==> src/rtl/mux_bus_seq.sv <==
module mux_bus_seq #(
  parameter int AW = 20,
  parameter int DW = 16
) (
  input  logic          clk,
  input  logic          rst_n,
  input  logic          req_valid,
  input  logic [AW-1:0] req_addr,
  input  logic [DW-1:0] req_wdata,
  input  logic          req_write,
  input  logic          req_io,
  input  logic          int_en,
  output logic          req_taken,
  output logic          rsp_done,
  output logic [DW-1:0] rsp_rdata,
  output logic [DW-1:0] ad_out,
  output logic          ad_oe,
  input  logic [DW-1:0] ad_in,
  output logic [AW-DW-1:0] ahi_out,
  output logic          ahi_oe,
  output logic          ale,
  output logic          rd_n,
  output logic          wr_n,
  output logic          den_n,
  output logic          dt_r,
  output logic          m_io,
  output logic          ctl_oe,
  input  logic          ready,
  input  logic          hold,
  output logic          hlda
);
  localparam int HW = AW - DW;

  typedef enum logic [2:0] {S_IDLE, S_T1, S_T2, S_TW, S_T3, S_T4, S_HELD} st_t;
  st_t st, st_nx;

  logic [AW-1:0] a_q;
  logic [DW-1:0] wd_q;
  logic wr_q, io_q;
  logic strobe;
  logic [HW-1:0] status;

  assign req_taken = req_valid && !hold && (st == S_IDLE || st == S_T4);

  always_comb begin
    st_nx = st;
    case (st)
      S_IDLE:  st_nx = hold ? S_HELD : (req_valid ? S_T1 : S_IDLE);
      S_T1:    st_nx = S_T2;
      S_T2:    st_nx = ready ? S_T3 : S_TW;
      S_TW:    st_nx = ready ? S_T3 : S_TW;
      S_T3:    st_nx = S_T4;
      S_T4:    st_nx = hold ? S_HELD : (req_valid ? S_T1 : S_IDLE);
      S_HELD:  st_nx = hold ? S_HELD : S_IDLE;
      default: st_nx = S_IDLE;
    endcase
  end

  always_ff @(posedge clk or negedge rst_n) begin
    if (!rst_n) begin
      st        <= S_IDLE;
      a_q       <= '0;
      wd_q      <= '0;
      wr_q      <= 1'b0;
      io_q      <= 1'b0;
      rsp_rdata <= '0;
    end else begin
      st <= st_nx;
      if (req_taken) begin
        a_q  <= req_addr;
        wd_q <= req_wdata;
        wr_q <= req_write;
        io_q <= req_io;
      end
      if (st == S_T3 && !wr_q) rsp_rdata <= ad_in;
    end
  end

  always_comb begin
    status = '0;
    status[HW-2] = int_en;
  end

  assign strobe   = (st == S_T2) || (st == S_TW) || (st == S_T3);
  assign ale      = (st == S_T1);
  assign ad_oe    = (st == S_T1) || (wr_q && (strobe || st == S_T4));
  assign ad_out   = (st == S_T1) ? a_q[DW-1:0] : wd_q;
  assign ahi_oe   = (st == S_T1) || strobe || (st == S_T4);
  assign ahi_out  = (st == S_T1) ? a_q[AW-1:DW] : status;
  assign rd_n     = !(strobe && !wr_q);
  assign wr_n     = !(strobe && wr_q);
  assign den_n    = !strobe;
  assign dt_r     = wr_q;
  assign m_io     = !io_q;
  assign ctl_oe   = (st != S_HELD);
  assign hlda     = (st == S_HELD);
  assign rsp_done = (st == S_T4);


  strobe_excl_chk: assert property (@(posedge clk) disable iff (!rst_n)
    !(!rd_n && !wr_n));


  ale_pulse_chk: assert property (@(posedge clk) disable iff (!rst_n)
    ale |=> !ale);


  done_pulse_chk: assert property (@(posedge clk) disable iff (!rst_n)
    rsp_done |=> !rsp_done);


  release_chk: assert property (@(posedge clk) disable iff (!rst_n)
    hlda |-> (!ad_oe && !ahi_oe && !ctl_oe && !ale && !req_taken));


  wait_ins_chk: assert property (@(posedge clk) disable iff (!rst_n)
    ((st == S_T2 || st == S_TW) && !ready) |=> (st == S_TW && !den_n));


  dir_stable_chk: assert property (@(posedge clk) disable iff (!rst_n)
    (st == S_T2 || st == S_TW || st == S_T3 || st == S_T4) |-> $stable(dt_r));


  hold_grant_chk: assert property (@(posedge clk) disable iff (!rst_n)
    (hold && st == S_IDLE) |=> hlda);
endmodule

==> config.mk <==
export PLATFORM = sky130hd
export DESIGN_NAME = mux_bus_seq
export DESIGN_NICKNAME = d
export VERILOG_FILES = /design/src/rtl/mux_bus_seq.sv
export SDC_FILE = /design/constraint.sdc
export NUM_CORES = 1
export LEC_CHECK = 0
export ABC_CLOCK_PERIOD_IN_PS = 1520
export BUFFER_PORTS_ARGS = -buffer_cell sky130_fd_sc_hd__buf_4
export CAP_MARGIN = 0
export CORE_ASPECT_RATIO = 1.75
export CORE_MARGIN = 1.5
export CORE_UTILIZATION = 43
export DETAILED_ROUTE_END_ITERATION = 8
export PLACE_DENSITY_LB_ADDON = 0.05
export SLEW_MARGIN = 20
export SYNTH_ARGS = -nofsm -noshare
export SYNTH_HDL_FRONTEND = slang
export SYNTH_SLANG_ARGS = --single-unit
==> constraint.sdc <==
create_clock -name clk -period 1.52 [get_ports clk]
set_input_delay 0.228 -clock clk [delete_from_list [all_inputs] [get_ports clk]]
set_output_delay 0.228 -clock clk [all_outputs]
set_load 0.03 [all_outputs]
### Word-level counts from Yosys, hierarchy flattened

Cells that the tools add are included.

* memory bits (read-only): 0
* logic and storage cells: 42
* input port bits: 60
* bits in writable memories: 0
* memories kept: 0
* bits in registers: 57
* latch bits: 0

* multiplexer cells: 7
* equality and inequality tests: 7
* add/sub/neg operators: 0
* shift-type cells: 0
* multipliers: 0
* bitwise logic cells: 0
* order comparisons: 0
* reductions and logical operators: 22
* div/mod/pow operators: 0

Operator list (count)
* 16-bit two-way mux: 1
* 3-bit case mux with 5 select lines: 1
* 3-bit equality test (second input constant): 3
* 3-bit two-way mux: 3
* 1-bit logical OR: 7
* 3-bit by 2-bit equality test with 1-bit output (second input constant): 2
* 1-bit logical AND: 6
* 1-bit logical NOT: 6
* 4-bit two-way mux: 1
* 2-bit OR reduction: 2
* 3-bit by 1-bit equality test with 1-bit output (second input constant): 1
* 3-bit logical NOT: 1
* 3-bit != test (second input constant): 1
* 1-bit two-way mux: 1

### Depth between registers and ports, before layout

Gate-level depths: netlist (run 1).

* depth in word-level cells: 6
* gate-level depth with buffers: 5
* mapped depth without buffers: 3

### Worst setup path before layout (run 1)

No wires, ideal clock.

* path kind: flip-flop to output port
* from: register st[2]
* to: output port ctl_oe
* path slack: -0.549 ns
* stages on the path, launching flop included: 4
* required time: 1.292 ns
* path buffers: 1
* arrival time: 1.841 ns
* cells stage by stage: dfrtp_1 clkbuf_1 nor3b_1 inv_1

* cells in the longest elaborated chain, start to end: 1

RTL lines
* start, declared: RTL line 35 `st_t st, st_nx;`
* start signal, assigned: RTL line 68 `st <= st_nx;`
* 3-bit != test: RTL line 95 `assign ctl_oe = (st != S_HELD);`
* end, declared: RTL line 27 `output logic ctl_oe,`

Every way passes these cells.

### Worst setup path after layout (run 1)

* from: register st[2]
* to: output port ad_out[14]

* cells in the longest elaborated chain, start to end: 2

RTL lines
* 3-bit by 1-bit equality test with 1-bit output: RTL line 87 `assign ad_out = (st == S_T1) ? a_q[DW-1:0] : wd_q;`
* 16-bit two-way mux: RTL line 87
* end, declared: RTL line 16 `output logic [DW-1:0] ad_out,`

Every way passes these cells.

==> summary.md, run 1 <==
- **crit path time final** 1.93 ns
- **residual overflow from global routing** 0
- **number of top-level design ports** 108
- **fraction of synthesized cell area taken by the top area cell type** 56.1%
- **cell accounting for the most synthesized area** dfrtp_1
- **layout overhead on the synthesized area** 72.9%
- **post-synthesis sequential element count** 57
- **I/O Buffers** 107
- **H-tree levels** 3
- **Leak Pwr** 2.13 nW
- **Initial Util** 45.2%
- **skew final** 0.00571 ns
- **drt drc** 0
- **crit path kind** register to output port
- **share of final-layout standard cells stronger than drive strength 1** 76.9%
- **Hold/Removal Path Class** primary input to register
- **cell seen most often among critical-path stages** buf_6
- **TritonRoute pass-1 iters** 4
- **critical path endpoint category** output port
- **failing checks** setup timing
- **largest buffer count on any clock path** 2
- **slew at the pin closest to its max-slew limit** 0.341 ns
- **worst-case setup margin in the final layout** -0.411 ns
- **Total Neg Setup Slack** -19.03 ns
- **maximum number of pins on one net before global-route repair** 34
- **Tcrit/Tclk final** 127%
- **die boundary height** 105 µm
- **top cells by count, synth** 61 x mux2_2, 57 x dfrtp_1, 10 x mux2_4
- **max-cap violations** 0
- **Iter 0 DRT Violations** 46
- **share of total power in sequential cells** 25.7%
- **leading cell type by number of instances after synthesis** mux2_2
- **number of antenna violations at the first check in global routing** 0
- **CTS tree** yes
- **critical-path cell with the highest stage delay** dfrtp_1
- **row count** 36
- **DIE AREA** 6400 µm²
- **power density normalized to cell area** 2450 nW/µm²
- **Cell variety after synth** 28
- **worst-skew pair later-pin latency** 0.33 ns
- **cell area after technology mapping** 2540 µm²
- **delay contributed by the slowest stage of the critical path** 0.40 ns
- **total wire length after detailed routing** 6420 µm
- **cell internal power dissipation** 0.00681 W
- **worst setup timing slack at the placement stage** -0.0918 ns
- **Arr. time, crit path** 1.70 ns
- **part of the total power dissipated in combinational logic** 60.3%
- **via count** 1919
- **post-layout total power** 0.0108 W
- **synthesized instance count** 171
- **cell family with most CP delay** buffers and inverters
- **library cell used as clock root buffer** clkbuf_8
- **result of the run** finished, violations left
- **critical path required time** 1.29 ns
- **share of flip-flops with an asynchronous set or reset after synthesis** 100%
- **biggest fanout along the worst timing path** 5
- **Placed Instance Area** 3610 µm²
- **Antenna Diode Count** 0
- **DPL Wire Length** 4020 µm
- **vias per inst** 4.83
- **vias in the first global route** 2104
- **Avg WL per Cell** 16.2 µm
- **number of antenna-violating nets in the routed design** 0
- **main area contributors after synthesis** dfrtp_1 56%, mux2_2 27%, mux2_4 5.9%
- **startpoint type of the worst setup path** register
- **number of buffers created by CTS** 9
- **count of flip-flops with a built-in enable after synthesis** 0
- **overall routing resource usage** 21.5%
- **number of buffers and inverters on the critical path** 3
- **core utilization of the finished layout** 78.1%
- **critical path, cell by cell** nor3b_4, buf_6, buf_12, mux2_4, buf_6
- **most common flop cell mapped by yosys** dfrtp_1
- **top achievable clock speed** 0.518 GHz
- **Relative slew margins** 77.3%
- **number of hold-slack violations in the final timing report** 0
- **proportion of synthesized chip area in sequential cells** 56.1%
- **post-route cell area** 4400 µm²
- **setup violators final** 84
- **Synth Net Count** 231
- **count of warnings emitted by yosys** 0
- **Die Span X** 61.1 µm
- **clock transition at the registers of the reported paths** 0.06 ns
- **Worst path depth** 5
- **instance count along the most critical hold path** 2
- **Max VDD drop** 1.64 mV
- **net switching power of the design** 0.00395 W
- **number of sinks handled by clock tree synthesis** 57
- **number of cell instances on the worst register-to-register path** 8
- **RSZ-0062 raised after global routing** yes
- **final RePlAce weighted congestion** 0.755
- **switching power share of the total** 36.7%
- **Final Max Tran Viols** 0
- **total core area** 5630 µm²
- **first-pass GRT wire length** 10000 µm
- **net total in the final layout** 377
- **post-synthesis average cell area** 14.9 µm²
- **Clock power frac** 14.0%
-- power by group through the flow --
stage	Sequential, W	Clock (W)	Combinational [W]
final	0.00276	0.00151	0.00649
after global routing	0.00284	0.00163	0.00681
after CTS	0.00274	0.00156	0.00640
after detailed placement	0.00274	0	0.00521
after global placement	0.00272	0	0.00513
after floorplan	0.00311	0	0.00317
-- flip-flops by register name, summed over array words and instances (netlist names) --
| signal | flops |
|---|---|
| io_q | 1 |
| dt_r | 1 |
| wd_q | 16 |
| a_q | 20 |
| rsp_rdata | 16 |
| st | 3 |
-- timing repair --
action                                 4_1_cts  5_1_grt
hold buffers                                 1        0
pin swaps                                    7        3
setup endpoints to repair                   76       85
setup buffers                               18        4
endpoints found under the hold margin       24        0
gates resized for setup                     68        5
cloned                                       5        1
-- worst paths after layout --
check / slack (ns) / startpoint / endpoint
max: -0.41 / st[2] / ad_out[14]
min: 0.13 / ad_in[11] / rsp_rdata[11]
max reg2reg: -0.22 / st[2] / wd_q[7]
min reg2reg: 0.50 / wd_q[3] / wd_q[3]
max in group asynchronous: 0.69 / rst_n / a_q[13]
min in group asynchronous: 0.36 / rst_n / wd_q[1]
-- layout by cell type (no fill, tap or decap), types with 2 or more instances in the layout --
cell type / netlist / final
nand2_1: 3 / 3
buf_16: 0 / 4
o21ai_0: 2 / 2
bufinv_16: 0 / 2
nor2_4: 0 / 2
mux2_2: 61 / 43
dfrtp_1: 57 / 56
clkbuf_8: 0 / 10
nor3b_4: 0 / 2
buf_6: 2 / 40
clkbuf_1: 1 / 2
buf_4: 0 / 89
inv_1: 4 / 3
mux2_4: 10 / 28
buf_8: 1 / 3
a21oi_4: 0 / 2
buf_12: 0 / 7
and2_4: 0 / 3
-- final cells by class --
class	instances	area, µm²
Timing Repair Buffer	145	1450
Tap cell	76	95.1
Multi-Input combinational cell	100	1200
Clock buffer	12	145
Inverter	4	15.0
Fill cell	363	1230
Clock inverter	3	65.1
Sequential cell	57	1430
-- metal layers --
layer / vias up / share of wire, % / track usage [%]
met1: 944 / 34 / 22.9
met2: 73 / 59 / 37.8
li1: 889 / - / -
met4: 0 / 2.5 / 10.1
met5: - / 0 / 0
met3: 13 / 4.8 / 4.83
-- per-stage QoR --
step           cells  hold WS [ns]
2_1_floorplan    171       -0.0676
3_3_place_gp     356         0.162
3_5_place_dp     356         0.162
4_1_cts          394         0.104
5_1_grt          397         0.112
6_report         397         0.125
-- cells by family (layout without fill, tap and decap cells) --
| group | after synthesis | after routing | share of synthesized area, % |
|---|---|---|---|
| compound gates | 8 | 8 | 2.12 |
| xor+xnor | 1 | 1 | 0.344 |
| buf+inv | 14 | 164 | 3.39 |
| flops | 57 | 57 | 56.1 |
| mux | 71 | 71 | 32.9 |
| simple gates | 20 | 20 | 5.17 |
-- worst reg2reg max path: cells and delay by family, from the launching register on --
kind                      cells  cell delay [ns]
and+or+nand+nor               1             0.11
buffers and inverters         5             0.69
xor gates and xnor gates      1             0.14
muxes                         1             0.30
DFF                           1             0.40
No activity file was read; power rests on OpenSTA's default activity.
==> run 2, diff against run 1 <==
--- a/config.mk
+++ b/config.mk
@@ -8,7 +8,7 @@
 export ABC_CLOCK_PERIOD_IN_PS = 1520
 export BUFFER_PORTS_ARGS = -buffer_cell sky130_fd_sc_hd__buf_4
 export CAP_MARGIN = 0
-export CORE_ASPECT_RATIO = 1.75
+export CORE_ASPECT_RATIO = 0.5
 export CORE_MARGIN = 1.5
 export CORE_UTILIZATION = 43
 export DETAILED_ROUTE_END_ITERATION = 8
==> run 2 against run 1 <==
Against the previous run:
- the run still ends with setup timing left
- first-iteration DRC count is 130% higher
- clock skew rose by 0.0020 ns
- sequential cell count is the same
- combinational power is 1% higher
- critical endpoint unchanged
- setup slack got worse by 0.034 ns
- die area increased by 0.15%
- utilization rose by 3.0 points
- highest routed layer unchanged
- critical path depth is the same
- sequential power barely moved
- count of clock-buffer cells in the layout fell by 1
==> summary.md, run 2 (same netlist as run 1, synthesis figures left out) <==
- **net switching power of the design** 0.00414 W, +5.0%
- **Die Span X** 112 µm, +83%
- **result of the run** finished, violations left
- **Placed Instances** 354, -0.56%
- **r2r endpoint** a_q[13]
- **DIE AREA** 6410 µm², +0.15%
- **number of sinks handled by clock tree synthesis** 57, unchanged
- **Critical Path Source** st[2]
- **startpoint type of the worst setup path** register
- **vias per inst** 4.79, -0.88%
- **Relative slew margins** 78.4%, +1.2 points
- **Largest Register** a_q
- **number of antenna-violating nets in the routed design** 0, unchanged
- **worst-case setup margin in the final layout** -0.445 ns, -0.0341 ns
- **die boundary height** 57.4 µm, -45%
- **crit path kind** register to output port
- **part of the total power dissipated in combinational logic** 58.0%, -2.3 points
- **I/O Buffers** 107, unchanged
- **number of buffers created by CTS** 9, unchanged
- **largest buffer count on any clock path** 2, unchanged
- **top achievable clock speed** 0.509 GHz, -1.7%
- **switching power share of the total** 36.5%, -0.17 points
- **instance count along the most critical hold path** 2, unchanged
- **clock transition at the registers of the reported paths** 0.05 ns, about the same
- **Avg WL per Cell** 16.3 µm, +0.48%
- **Antenna Diode Count** 0, unchanged
- **max reg flops** 20, unchanged
- **cell internal power dissipation** 0.00720 W, +5.7%
- **final instance count without filler cells** 398, +0.25%
- **residual overflow from global routing** 0, unchanged
- **worst-skew pair later-pin latency** 0.32 ns, about the same
- **failing checks** setup timing
- **max-cap violations** 0, unchanged
- **CTS tree** yes
- **first-pass GRT wire length** 9650 µm, -3.5%
- **power density normalized to cell area** 2500 nW/µm², +2.4%
- **commonest cells after routing, fill and taps aside** 92 x buf_4, 56 x dfrtp_1, 44 x mux2_2
- **share of total power in sequential cells** 24.4%, -1.3 points
- **library cell used as clock root buffer** clkbuf_16
- **worst reg-to-reg setup slack** -0.25 ns, -0.03 ns
- **crit path time final** 1.96 ns, +0.0341 ns
- **overall routing resource usage** 20.2%, -1.4 points
- **total core area** 5590 µm², -0.78%
- **biggest fanout along the worst timing path** 6, +1
- **number of hold-slack violations in the final timing report** 0, unchanged
- **area taken by flip-flops and latches** 1430 µm², unchanged
- **number of antenna violations at the first check in global routing** 0, unchanged
- **hold_sp** ready
- **most common library cell in the layout ignoring fill and taps** buf_4
- **number of filler cells placed in the layout** 313, -14%
- **Arr. time, crit path** 1.74 ns, +0.04 ns
- **Clock power frac** 17.5%, +3.5 points
- **Tcrit/Tclk final** 129%, +2.2 points
- **Final Max Tran Viols** 0, unchanged
- **startpoint of the worst-slack reg-to-reg timing path** st[2]
- **final RePlAce weighted congestion** 0.713, -5.5%
- **DPL Wire Length** 3760 µm, -6.4%
- **post-route cell area** 4530 µm², +3.0%
- **layout overhead on the synthesized area** 78.1%
- **row count** 19, -47%
- **Hold/Removal Path Class** primary input to register
- **slew at the pin closest to its max-slew limit** 0.323 ns, -0.0175 ns
- **Initial Util** 45.5%, +0.35 points
- **H-tree levels** 3, unchanged
- **Iter 0 DRT Violations** 105, +130%
- **Max VDD drop** 1.73 mV, +5.4%
- **number of top-level design ports** 108, unchanged
- **via count** 1907, -0.63%
- **TritonRoute pass-1 iters** 4, unchanged
- **RSZ-0062 raised after global routing** yes
- **Leak Pwr** 2.19 nW, +2.4%
- **terminating pin of the worst hold path** st[0]
- **number of cell instances on the worst register-to-register path** 8, unchanged
- **Placed Instance Area** 3610 µm², +0.10%
- **skew final** 0.00773 ns, +0.00202 ns
- **net total in the final layout** 380, +0.80%
- **drt drc** 0, unchanged
- **registers with the highest flip-flop counts** a_q x20, rsp_rdata x16, wd_q x16
- **share of final-layout standard cells stronger than drive strength 1** 78.2%, +1.2 points
- **critical path required time** 1.29 ns, about the same
- **combined area of the multi-input logic cells** 1220 µm², +1.8%
- **critical path endpoint category** output port
- **vias in the first global route** 1953, -7.2%
- **total wire length after detailed routing** 6470 µm, +0.73%
- **setup violators final** 84, unchanged
- **maximum number of pins on one net before global-route repair** 28, -18%
## run 2: cell types whose count changed in the layout (fill, tap and decap cells not counted), sizes merged
cell / previous run / this run
bufinv: 2 / 1
clkinv: 1 / 2
clkinvlp: 0 / 2
clkbuf: 13 / 14
buf: 143 / 144
## run 2: timing repair
item | in CTS | in global routing
hold buffers | 1 | 0
setup endpoints to repair | 84 | 85
pin swaps | 5 | 4
cloned | 5 | 2
setup buffers | 12 | 11
hold endpoints to repair | 21 | 0
gates resized for setup | 72 | 13
## run 2: how the worst max path moves through the flow
stage               slack (ns)  cells past startpoint             to
detailed placement       -0.09                      4     ad_out[15]
floorplan                -0.07                      4  rsp_rdata[10]
global placement         -0.06                      4      ad_out[0]
finish                   -0.44                      5     ad_out[14]
global route             -0.50                      5      ad_out[2]
CTS                      -0.41                      5      ad_out[1]
## run 2: metal layers
layer | share of wire [%] | routed length, µm | track usage (%)
met5 | 0 | 0 | 0
met4 | 0.88 | 57 | 5.97
met3 | 7.7 | 495 | 8.93
met2 | 49 | 3150 | 33.1
met1 | 43 | 2770 | 24.5
## run 2: through the flow
step / setup TNS [ns] / hold WS [ns] / total power (W) / utilization, % / setup WS (ns)
final: -20.38 / 0.111 / 0.0113 / 81.1 / -0.445
after detailed placement: -1.96 / 0.148 / 0.00795 / 64.6 / -0.0892
after global placement: -0.622 / 0.142 / 0.00782 / 64.6 / -0.0580
after floorplan: -1.05 / -0.0676 / 0.00629 / - / -0.0671
after global routing: -25.06 / 0.111 / 0.0119 / 81.1 / -0.497
after CTS: -18.65 / 0.103 / 0.0111 / 78.2 / -0.410
## run 2: layout make-up
class                           count  area share [%]
Timing Repair Buffer              148            32.5
Sequential cell                    57            31.5
Multi-Input combinational cell    100            27.0
Clock buffer                       11            5.36
Tap cell                           73            2.02
Clock inverter                      5            1.22
Inverter                            4           0.387
## run 2: worst max-delay path, stage by stage (launching register included)
cell	delay (ns)
dfrtp_1	0.41
nor3b_4	0.26
buf_6	0.16
buf_8	0.13
mux2_4	0.31
buf_6	0.14
## run 2: power groups by stage
| stage | Clock, W | Combinational (W) | Sequential [W] |
|---|---|---|---|
| 4_1_cts | 0.00202 | 0.00630 | 0.00276 |
| 6_report | 0.00199 | 0.00658 | 0.00277 |
| 3_3_place_gp | 0 | 0.00511 | 0.00271 |
| 3_5_place_dp | 0 | 0.00520 | 0.00275 |
| 2_1_floorplan | 0 | 0.00317 | 0.00311 |
| 5_1_grt | 0.00210 | 0.00689 | 0.00288 |
